--- src/rtl/pwm_quad.sv ---
module pwm_quad #(
  parameter int NCH = 4,
  localparam int CW = $clog2(NCH),
  localparam int AW = CW + 2
) (
  input  logic          clk,
  input  logic          rst_n,
  input  logic          wr_en,
  input  logic [AW-1:0] addr,
  input  logic [31:0]   wdata,
  output logic [31:0]   rdata,
  output logic [NCH-1:0] pwm_out
);

  localparam logic [31:0] KEEP = 32'hFFFF_1FFF;

  logic [NCH-1:0][31:0] ctrl, ctrl_nxt;
  logic [NCH-1:0][14:0] shd_w;
  logic [NCH-1:0][12:0] shd_d;
  logic [NCH-1:0][12:0] pre;
  logic [NCH-1:0][7:0]  cnt;
  logic [NCH-1:0]       en, tick, wrap;

  wire [CW-1:0] sel = addr[AW-1:2];
  wire          ctl_word = (addr[1:0] == 2'd0);

  always_comb begin
    rdata = '0;
    for (int i = 0; i < NCH; i++)
      if (ctl_word && sel == CW'(i)) rdata = ctrl[i];
  end

  for (genvar i = 0; i < NCH; i++) begin : g_ch
    logic [12:0] lim;
    assign lim     = (shd_d[i] == '0) ? '0 : shd_d[i] - 13'd1;
    assign en[i]   = ctrl[i][31];
    assign tick[i] = en[i] && (pre[i] >= lim);
    assign wrap[i] = tick[i] && (cnt[i] == 8'hFF);
    assign pwm_out[i] = en[i] && ({7'd0, cnt[i]} < shd_w[i]);

    always_comb begin
      ctrl_nxt[i] = ctrl[i];
      if (wr_en && ctl_word && sel == CW'(i)) ctrl_nxt[i] = wdata & KEEP;
    end

    always_ff @(posedge clk or negedge rst_n) begin
      if (!rst_n) begin
        ctrl[i]  <= '0;
        shd_w[i] <= '0;
        shd_d[i] <= '0;
        pre[i]   <= '0;
        cnt[i]   <= '0;
      end else begin
        ctrl[i] <= ctrl_nxt[i];
        if (!en[i]) begin
          pre[i]   <= '0;
          cnt[i]   <= '0;
          shd_w[i] <= ctrl_nxt[i][30:16];
          shd_d[i] <= ctrl_nxt[i][12:0];
        end else begin
          pre[i] <= tick[i] ? '0 : pre[i] + 13'd1;
          if (tick[i]) cnt[i] <= cnt[i] + 8'd1;
          if (wrap[i]) begin
            shd_w[i] <= ctrl_nxt[i][30:16];
            shd_d[i] <= ctrl_nxt[i][12:0];
          end
        end
      end
    end
  end

endmodule

--- config.mk ---
export PLATFORM = sky130hd
export DESIGN_NAME = pwm_quad
export DESIGN_NICKNAME = d
export VERILOG_FILES = /design/src/rtl/pwm_quad.sv
export SDC_FILE = /design/constraint.sdc
export NUM_CORES = 1
export LEC_CHECK = 0
export BUFFER_PORTS_ARGS = -buffer_cell sky130_fd_sc_hd__buf_2
export CAP_MARGIN = 20
export CORE_MARGIN = 2
export CORE_UTILIZATION = 65
export DETAILED_ROUTE_END_ITERATION = 10
export PLACE_DENSITY = 0.84
export REMOVE_ABC_BUFFERS = 1
export SYNTH_ARGS = -nofsm -noshare
export SYNTH_HDL_FRONTEND = slang
export SYNTH_SLANG_ARGS = --single-unit
--- constraint.sdc ---
create_clock -name clk -period 8.8 [get_ports clk]
set_clock_uncertainty 0.05 [all_clocks]
set_input_delay 0.44 -clock clk [delete_from_list [all_inputs] [get_ports clk]]
set_output_delay 0.44 -clock clk [all_outputs]
set_load 0.02 [all_outputs]
==> out/qor.tcl <==
set qor(multiInputGateArea_sq_mm) 0.00780
set qor(start_kind) {flop}
set qor(placed_cell_area_sq_mm) 0.0167
set qor(rsz0062_at_grt) {false}
set qor(setup_viol) 0
set qor(timing.critical_path.slowest_cell_delay_ns) 0.89
set qor(post_route_cells_drive_above_1_share) 0.261
set qor(yosysMostFrequentCell) {sky130_fd_sc_hd__dfrtp_1}
set qor(fillers) 1593
set qor(timing.max_slew.rel_slack) 0.326
set qor(final-hold-violation-count) 66
set qor(die_w_um) 161
set qor(cts_hold_repair.buffers) 0
set qor(final.hold.worst_slack_ns) -0.0284
set qor(synth_common_cells) {sky130_fd_sc_hd__dfrtp_1, sky130_fd_sc_hd__mux2_2, sky130_fd_sc_hd__nand2_1, sky130_fd_sc_hd__ha_1, sky130_fd_sc_hd__nor2_1}
set qor(insertion_delay_ns) 0.52
set qor(grt_use_total) 0.283
set qor(layout_min_cycle_time_ns) 4.91
set qor(pin_count) 75
set qor(power.density_cell_area_mw_per_mm2) 275
set qor(synth_top_area_cell) {sky130_fd_sc_hd__dfrtp_1}
set qor(synth_cell_type_count) 58
set qor(synth.avg_cell_area_sq_um) 11.5
set qor(floorplan.core_area_sq_mm) 0.0243
set qor(die_height_um) 161
set qor(critical_path_peak_fanout) 28
set qor(drt_pre_antenna_iters) 5
set qor(finalCritPeriodShare) 0.558
set qor(detail_route.wirelength_mm) 36.3
set qor(async_flop_share) 1.00
set qor(synth_enable_flop_cells) 0
set qor(largest_net_degree_at_the_start_of_global_routing) 122
set qor(number_of_buffer_cells_added_on_primary_ports) 68
set qor(synthesis.area_sq_mm) 0.0161
set qor(count_of_cells_resized_by_post_cts_repair) 0
set qor(grt_antenna_before_repair) 6
set qor(instances_no_fill) 1814
set qor(floorplan.die_area_sq_mm) 0.0260
set qor(fin_nets) 1591
set qor(initial_utilization) 0.660
set qor(ir_drop_worst_case_vdd_uv) 169
set qor(remaining_number_of_nets_flagged_by_the_antenna_check_after_routing) 0
set qor(stdcell_area_sq_mm) 0.0179
set qor(post-route-drc-count) 0
set qor(worstMarginPinSlew_ns) 1.01
set qor(post_layout_util) 0.736
set qor(timing.setup.critical_path_class) {reg2reg}
set qor(p_leak_uw) 0.00854
set qor(grt_first_pass_wirelength_mm) 58.5
set qor(cts-buffers-inserted) 34
set qor(crit_top_cell) {sky130_fd_sc_hd__nand2_1}
set qor(routed-via-count) 11103
set qor(dominantRegCellSynth) {sky130_fd_sc_hd__dfrtp_1}
set qor(cts-root-buf) {sky130_fd_sc_hd__clkbuf_16}
set qor(post_synth_inst_count) 1393
set qor(status) {finished, violations left}
set qor(hpwl_mm) 24.9
set qor(tritoncts_clock_tree) {yes}
set qor(layout-area-overhead-vs-synth_pct) 11.5
set qor(place.gp.congestion) 0.851
set qor(fp-row-count) 57
set qor(cp_data_required_time_ns) 9.14
set qor(synth_top_area_share) 0.486
set qor(clkTransAtPathRegs_ns) 0.06
set qor(place.detailed.instances) 1748
set qor(tns_ns) 0
set qor(ys_seq_elements) 312
set qor(failed_checks) {hold timing}
set qor(synth-seq-area-share) 0.486
set qor(cells_along_the_critical_path) {or4_1 > nor4_1 > nand3b_1 > nor2_1 > nand2_1 > nand2_1 > ha_1 > a21oi_1 > a211oi_1 > a2111oi_2 > a31oi_2 > a31oi_4 > mux2_2}
set qor(critical-path-slowest-cell) {sky130_fd_sc_hd__a31oi_4}
set qor(cts.repair_timing.setup_buffer_count) 0
set qor(maxClockFrequency_ghz) 0.204
set qor(synth_area_leaders) {sky130_fd_sc_hd__dfrtp_1, sky130_fd_sc_hd__mux2_2, sky130_fd_sc_hd__ha_1}
set qor(worstSetupEndpointType) {flop}
set qor(yosysWarningCount) 0
set qor(tritoncts_num_sinks) 312
set qor(via_count_normalized_by_instance_count) 6.12
set qor(register_area_sq_mm) 0.00781
set qor(global_route.overflow_total) 0
set qor(cts_max_path_buffers) 3
set qor(cts_htree_levels) 2
set qor(routed_wire_length_per_instance_um) 20.0
set qor(hold_path.class) {in2async}
set qor(max_cap_check_violation_count) 0
set qor(rrSetupSlack_ns) 3.89
set qor(grt_pass1_vias) 11317
set qor(timing_max_transition_violations_final) 0
set qor(arrival_ns) 5.25
set qor(dr.first_iter.drc_count) 864
## metal layers
metal  GRT usage  vias up  wire length [um]
li1            -     5094                 -
met1       0.366     5570             15300
met2       0.469      324             17500
met3      0.0591      113              1990
met4       0.120        2              1510
met5           0        -                18
## worst max-delay path: cells and delay by family (launching register included)
| family | cells | cell delay (ns) |
|---|---|---|
| AOI/OAI and AO/OA | 5 | 1.98 |
| DFF | 1 | 0.42 |
| and+or+nand+nor | 6 | 1.64 |
| adders and majority gates | 1 | 0.26 |
| muxes | 1 | 0.43 |
## placed cells by master, fill, tap and decap left out, drive strengths merged, types with 15 or more instances in the layout
cell and n:
mux2 228, dfrtp 312, xor2 52, buf 80, nand2b 23, ha 92, o21ai 25, nand4 15
inv 56, clkbuf 46, a22oi 48, and3 28, nand3 50, a21oi 19, mux2i 15, nand2 120
nor4 17, nor2 90, nor3 16, xnor2 33
## path summary, 6_finish.rpt
kind                                  startpoint                     to  cells after the start
max                        shd_d[43]$_DFFE_PN0P_  shd_d[40]$_DFFE_PN0P_                     13
min                                        rst_n      pre[23]$_DFF_PN0_                      1
max reg2reg                shd_d[43]$_DFFE_PN0P_  shd_d[40]$_DFFE_PN0P_                     13
min reg2reg                shd_w[48]$_DFFE_PN0P_  shd_w[48]$_DFFE_PN0P_                      1
max in group asynchronous                  rst_n       pre[8]$_DFF_PN0_                      2
min in group clk                       wdata[31]  ctrl[127]$_DFFE_PN0P_                      2
## flip-flops by register name, summed over array words and instances (netlist names)
name and cells:
shd_d 52, shd_w 60, pre 52, cnt 32, ctrl 116
## where the power goes
| group | switching [uW] | total (uW) | internal, uW |
|---|---|---|---|
| clock network | 587 | 1550 | 966 |
| registers | 303 | 2080 | 1780 |
| logic | 648 | 1290 | 639 |
## final cells by class
cell class	count	share of cell area
sequential	312	0.436
multi-input combinational	977	0.436
clock buffer	46	0.0552
timing repair buffer	80	0.0246
tap	324	0.0226
clock inverter	15	0.0133
inverter	55	0.0115
antenna	5	0.000699
## metrics by stage
stage          power, uW  worst slack (ns)
6_report            4920              3.89
5_1_grt             5180              3.51
4_1_cts             4940              3.94
3_5_place_dp        3370              3.95
3_3_place_gp        3280              4.15
2_1_floorplan       2970              4.14
## logic make-up after synthesis
logic type | share of synthesized area
compound gates | 0.0637
xor+xnor | 0.0464
fa+ha+maj | 0.0717
other cells | 0.000234
flops | 0.486
buf+inv | 0.0289
mux | 0.181
simple gates | 0.122
Note: power is estimated with default switching activity, not from simulation.
